## src/rtl/rowscroll_pkg.sv

```systemverilog
package rowscroll_pkg;
  // Strobes from control to datapath
  typedef struct packed {
    logic       shiftEn;
    logic [2:0] lineAddr;
  } ctrlStrobe_t;
endpackage

```

## src/rtl/rowscroll_ctrl.sv

```systemverilog
module rowscroll_ctrl #(
  parameter int DIV_W  = 8,
  parameter int ADDR_W = 3
) (
  input  logic              clk,
  input  logic              rst,
  input  logic              start,
  input  logic [DIV_W-1:0]  divLen,
  input  logic [ADDR_W-1:0] lastLine,
  output rowscroll_pkg::ctrlStrobe_t strobe
);
  logic [DIV_W-1:0]  divCnt;
  logic [ADDR_W-1:0] lineAddr;
  logic              tick;

  assign tick = start && (divCnt >= divLen);

  always_ff @(posedge clk) begin
    if (rst) begin
      divCnt <= '0;
    end else if (start) begin
      if (tick) divCnt <= '0;
      else      divCnt <= divCnt + 1'b1;
    end
  end

  always_ff @(posedge clk) begin
    if (rst) begin
      lineAddr <= '0;
    end else if (tick) begin
      if (lineAddr >= lastLine) lineAddr <= '0;
      else                      lineAddr <= lineAddr + 1'b1;
    end
  end

  assign strobe.shiftEn  = tick;
  assign strobe.lineAddr = lineAddr;

  p_hold_r2: assert property (@(posedge clk) disable iff (rst)
    !start |-> !strobe.shiftEn);
  p_divstep_r3: assert property (@(posedge clk) disable iff (rst)
    (start && !tick) |=> (divCnt == $past(divCnt) + 1'b1));
  p_wrap_r6: assert property (@(posedge clk) disable iff (rst)
    (tick && lineAddr >= lastLine) |=> (lineAddr == '0));
  p_advance_r6: assert property (@(posedge clk) disable iff (rst)
    (tick && lineAddr < lastLine) |=> (lineAddr == $past(lineAddr) + 1'b1));
endmodule

```

## src/rtl/rowscroll_dp.sv

```systemverilog
module rowscroll_dp #(
  parameter int ROW_W  = 8,
  parameter int ROWS   = 8,
  parameter int ADDR_W = 3,
  parameter logic [ROWS*ROW_W-1:0] PATTERN = 64'h1824_4281_8142_2418
) (
  input  logic                     clk,
  input  logic                     rst,
  input  rowscroll_pkg::ctrlStrobe_t strobe,
  output logic [ROWS*ROW_W-1:0]    frame
);
  logic [ROW_W-1:0] rows [ROWS];
  logic [ROW_W-1:0] romByte;

  // address 0 sits in the most significant byte of PATTERN
  always_comb begin
    romByte = '0;
    for (int a = 0; a < ROWS; a++)
      if (strobe.lineAddr == ADDR_W'(a))
        romByte = PATTERN[(ROWS-1-a)*ROW_W +: ROW_W];
  end

  always_ff @(posedge clk) begin
    if (rst)                 rows[0] <= '0;
    else if (strobe.shiftEn) rows[0] <= romByte;
  end

  for (genvar k = 1; k < ROWS; k++) begin : g_stage
    always_ff @(posedge clk) begin
      if (rst)                 rows[k] <= '0;
      else if (strobe.shiftEn) rows[k] <= rows[k-1];
    end
  end

  for (genvar k = 0; k < ROWS; k++) begin : g_pack
    assign frame[(ROWS-1-k)*ROW_W +: ROW_W] = rows[k];
  end

  p_load_r5: assert property (@(posedge clk) disable iff (rst)
    strobe.shiftEn |=> (rows[0] == $past(romByte)));
  p_shift_r4: assert property (@(posedge clk) disable iff (rst)
    strobe.shiftEn |=> (frame[(ROWS-1)*ROW_W-1:0] == $past(frame[ROWS*ROW_W-1:ROW_W])));
  p_still_r2: assert property (@(posedge clk) disable iff (rst)
    !strobe.shiftEn |=> $stable(frame));
endmodule

```

## src/rtl/rowscroll_top.sv

```systemverilog
module rowscroll_top #(
  parameter int ROW_W  = 8,
  parameter int ROWS   = 8,
  parameter int DIV_W  = 8,
  parameter logic [ROWS*ROW_W-1:0] PATTERN = 64'h1824_4281_8142_2418,
  localparam int ADDR_W  = $clog2(ROWS),
  localparam int FRAME_W = ROWS * ROW_W
) (
  input  logic               clk,
  input  logic               rst,
  input  logic               start,
  input  logic [DIV_W-1:0]   divLen,
  input  logic [ADDR_W-1:0]  lastLine,
  output logic [FRAME_W-1:0] frame
);
  rowscroll_pkg::ctrlStrobe_t strobe;

  rowscroll_ctrl #(.DIV_W(DIV_W), .ADDR_W(ADDR_W)) u_ctrl (
    .clk(clk), .rst(rst), .start(start), .divLen(divLen),
    .lastLine(lastLine), .strobe(strobe)
  );

  rowscroll_dp #(.ROW_W(ROW_W), .ROWS(ROWS), .ADDR_W(ADDR_W), .PATTERN(PATTERN)) u_dp (
    .clk(clk), .rst(rst), .strobe(strobe), .frame(frame)
  );

  p_resetclear_r1: assert property (@(posedge clk) rst |=> (frame == '0));
endmodule

```

## config.mk

```make
export PLATFORM = sky130hd
export DESIGN_NAME = rowscroll_top
export DESIGN_NICKNAME = d
export VERILOG_FILES = /design/src/rtl/rowscroll_pkg.sv /design/src/rtl/rowscroll_ctrl.sv /design/src/rtl/rowscroll_dp.sv /design/src/rtl/rowscroll_top.sv
export SDC_FILE = /design/constraint.sdc
export NUM_CORES = 1
export LEC_CHECK = 0
export BUFFER_PORTS_ARGS = -buffer_cell sky130_fd_sc_hd__clkbuf_2
export CORE_ASPECT_RATIO = 1.25
export CORE_MARGIN = 5
export CORE_UTILIZATION = 46
export DETAILED_ROUTE_END_ITERATION = 6
export PLACE_DENSITY_LB_ADDON = 0.05
export SLEW_MARGIN = 20
export SYNTH_ARGS = -nofsm -noshare
export SYNTH_HDL_FRONTEND = slang
export SYNTH_SLANG_ARGS = --single-unit
```

## constraint.sdc

```tcl
create_clock -name clk -period 2.9 [get_ports clk]
set_clock_uncertainty 0.2 [all_clocks]
set_input_delay 0.435 -clock clk [delete_from_list [all_inputs] [get_ports clk]]
set_output_delay 0.435 -clock clk [all_outputs]
set_load 0.1 [all_outputs]
```

==> impl_metrics.env <==
export IMPL_status="complete, no violations"
export IMPL_drv_slew=0
export IMPL_r2r_end="u_dp.rows[4][4]"
export IMPL_rsz0062_at_grt="no"
export IMPL_total_power_mw=1.41
export IMPL_drt_pass1_iter_count=3
export IMPL_diodes=0
export IMPL_pin_count=78
export IMPL_max_slew_margin_pct=63.8
export IMPL_finalSetupTns_ps=0
export IMPL_start_util_pct=46.9
export IMPL_hold_viol_final=0
export IMPL_viasPerCell=4.89
export IMPL_worstSkewPairLatency_ps=290
export IMPL_nets=285
export IMPL_dpl_hpwl_um=3240
export IMPL_r2r_slack_ps=550
export IMPL_cts_resized=0
export IMPL_yosysWarnings=0
export IMPL_regArea_mm2=0.00118
export IMPL_synth_commonest_cells="buf_4, edfxtp_1, nor3b_2, ha_1, inv_1"
export IMPL_synth_area_mm2=0.00254
export IMPL_cts_root_buf="clkbuf_8"
export IMPL_reg2regPathDepth=6
export IMPL_wire_per_inst_um=13.8
export IMPL_grt_pass1_vias=1582
export IMPL_ys_ff_latch=43
export IMPL_min_path_type="in -> reg"
export IMPL_ir_worst_vdd_mv=0.250
export IMPL_clock_sinks=43
export IMPL_cp_max_fo=8
export IMPL_cts_buffers=5
export IMPL_port_buffers=77
export IMPL_async_flop_share_pct=0
export IMPL_grt_max_degree=34
export IMPL_fmax_mhz=426
export IMPL_layout_cells_non_filler=318
export IMPL_multi_input_area_um2=980
export IMPL_synth_top_flop_cell="edfxtp_1"
export IMPL_drt_total_wl_um=4390
export IMPL_fill_cells=512
export IMPL_drive_gt1_share_pct=48.0
export IMPL_min_from="start"
export IMPL_worst_path_largest_cell_delay_ps=390
export IMPL_antenna_left=0
export IMPL_clk_path_buf_depth=2
export IMPL_grt_pass1_wl_um=7600
export IMPL_arrival_ps=2170
export IMPL_crit_slowest_cell="dfxtp_1"
export IMPL_worstPathCellList="ha_1 > and3_4 > a221oi_2 > o22a_2 > buf_4 > nor3b_2"
export IMPL_yosysUniqueCellTypes=35
export IMPL_cts_tree="done"
export IMPL_crit_type="reg -> reg"
export IMPL_worstPathRequired_ps=2730
export IMPL_syn_avg_cell_area_um2=12.3
export IMPL_grt_antenna_before_repair=0
export IMPL_start_kind="flop"
export IMPL_ys_seq_area_share_pct=46.5
export IMPL_dpl_cell_area_mm2=0.00275
export IMPL_powerDensity_mw_per_mm2=498
export IMPL_synth_area_top_cells="edfxtp_1, nor3b_2, buf_4"
export IMPL_setup_viol=0
export IMPL_die_w_um=76.4
export IMPL_crit_path_end_kind="flop"
export IMPL_post_route_min_period_ps=2350
export IMPL_fp_dieH_um=93.0
export IMPL_grt_overflow=0
export IMPL_drc=0
export IMPL_p_leak_nw=1.21
export IMPL_die_area_mm2=0.00711
export IMPL_holdPathEnd="u_ctrl.divCnt[0]"
export IMPL_ctsHoldBuffers=0
export IMPL_htree_num_levels=2
export IMPL_synth_top_area_cell="edfxtp_1"
export IMPL_crit_path_start="u_ctrl.divCnt[6]"
export IMPL_vias=1555
export IMPL_worst_pin_slew_ps=545
export IMPL_max_cap_violations=0
export IMPL_syn_inst=207
export IMPL_finalInstanceArea_mm2=0.00283
export IMPL_std_cell_rows=30
export IMPL_numPlacedInstances=310
export IMPL_drt_iter0_markers=77
export IMPL_r2r_start="u_ctrl.divCnt[6]"
export IMPL_hold_depth=3
export IMPL_synth_top_area_share_pct=37.9
export IMPL_core_mm2=0.00541
export IMPL_area_growth_pct=11.5
export IMPL_cts_setup_buffers=0
export IMPL_grt_use_total_pct=13.0
export IMPL_synth_edf_count=32
export IMPL_place_congestion=0.744
export IMPL_path_clk_slew_ps=80
export IMPL_syn_num_nets=239
export IMPL_min_period_over_period_pct=80.9
power by group:
group,internal [mW],switching (mW)
clock network,0.169,0.205
registers,0.677,0.0148
logic,0.0500,0.293
total,0.896,0.512
registers in the layout, summed over array words and instances, names as in the netlist:
| signal | flops |
|---|---|
| u_ctrl.divCnt | 8 |
| u_ctrl.lineAddr | 3 |
| u_dp.rows | 32 |
cell families (layout without fill, tap and decap cells):
| logic type | Yosys count | after routing | share of synthesized area (%) |
|---|---|---|---|
| DFF | 43 | 43 | 46.5 |
| and+or+nand+nor | 60 | 60 | 20.3 |
| muxes | 3 | 3 | 1.18 |
| buffers and inverters | 59 | 106 | 15.3 |
| xor gates and xnor gates | 7 | 7 | 2.42 |
| AOI/OAI and AO/OA | 17 | 17 | 5.37 |
| adders and majority gates | 18 | 18 | 8.88 |
per-stage QoR:
stage | hold slack (ps) | worst slack [ps] | utilization [%]
after global placement | 329 | 339 | 50.8
after global routing | 360 | 443 | 52.4
after detailed placement | 328 | 330 | 50.8
after floorplan | 287 | 71.3 | -
after CTS | 318 | 528 | 52.4
final | 321 | 554 | 52.4
worst max-delay path by stage:
| stage | to | slack [ps] | depth (start not counted) |
|---|---|---|---|
| finish | u_dp.rows[4][4] | 550 | 6 |
| global route | u_dp.rows[3][4] | 440 | 6 |
| CTS | u_dp.rows[5][4] | 530 | 6 |
| detailed placement | u_dp.rows[7][0] | 330 | 8 |
| global placement | u_dp.rows[0][0] | 340 | 8 |
| floorplan | u_dp.rows[0][0] | 70 | 5 |
cells in the final DEF, fill, tap and decap left out, types with 4 or more instances in the layout:
cell type	instances
clkbuf_8	5
nor3b_2	27
clkbuf_2	77
xnor2_1	4
inv_1	17
dfxtp_1	11
nand2_1	7
nor2_1	12
edfxtp_1	32
ha_1	18
metal layers:
metal | GRT usage [%] | vias up | part of all wire [%]
li1 | - | 782 | -
met1 | 15.3 | 721 | 41
met2 | 22.1 | 48 | 51
met3 | 4.53 | 4 | 6.8
met4 | 4.37 | 0 | 0.78
met5 | 0 | - | 0
worst max-delay path, delay by kind of cell (launching register included):
kind                       cells  cell delay (ps)
and+or+nand+nor                2              260
adders and majority gates      1              260
AOI/OAI and AO/OA              2              740
buffers and inverters          1              240
DFF                            1              390
final cells by class:
cell class	count	area share, %
Clock buffer	6	2.56
Clock inverter	2	0.442
Inverter	17	2.25
Multi-Input combinational cell	105	34.6
Sequential cell	43	41.7
Tap cell	64	2.83
Timing Repair Buffer	81	15.6
Power figures use the tool's default switching activity.
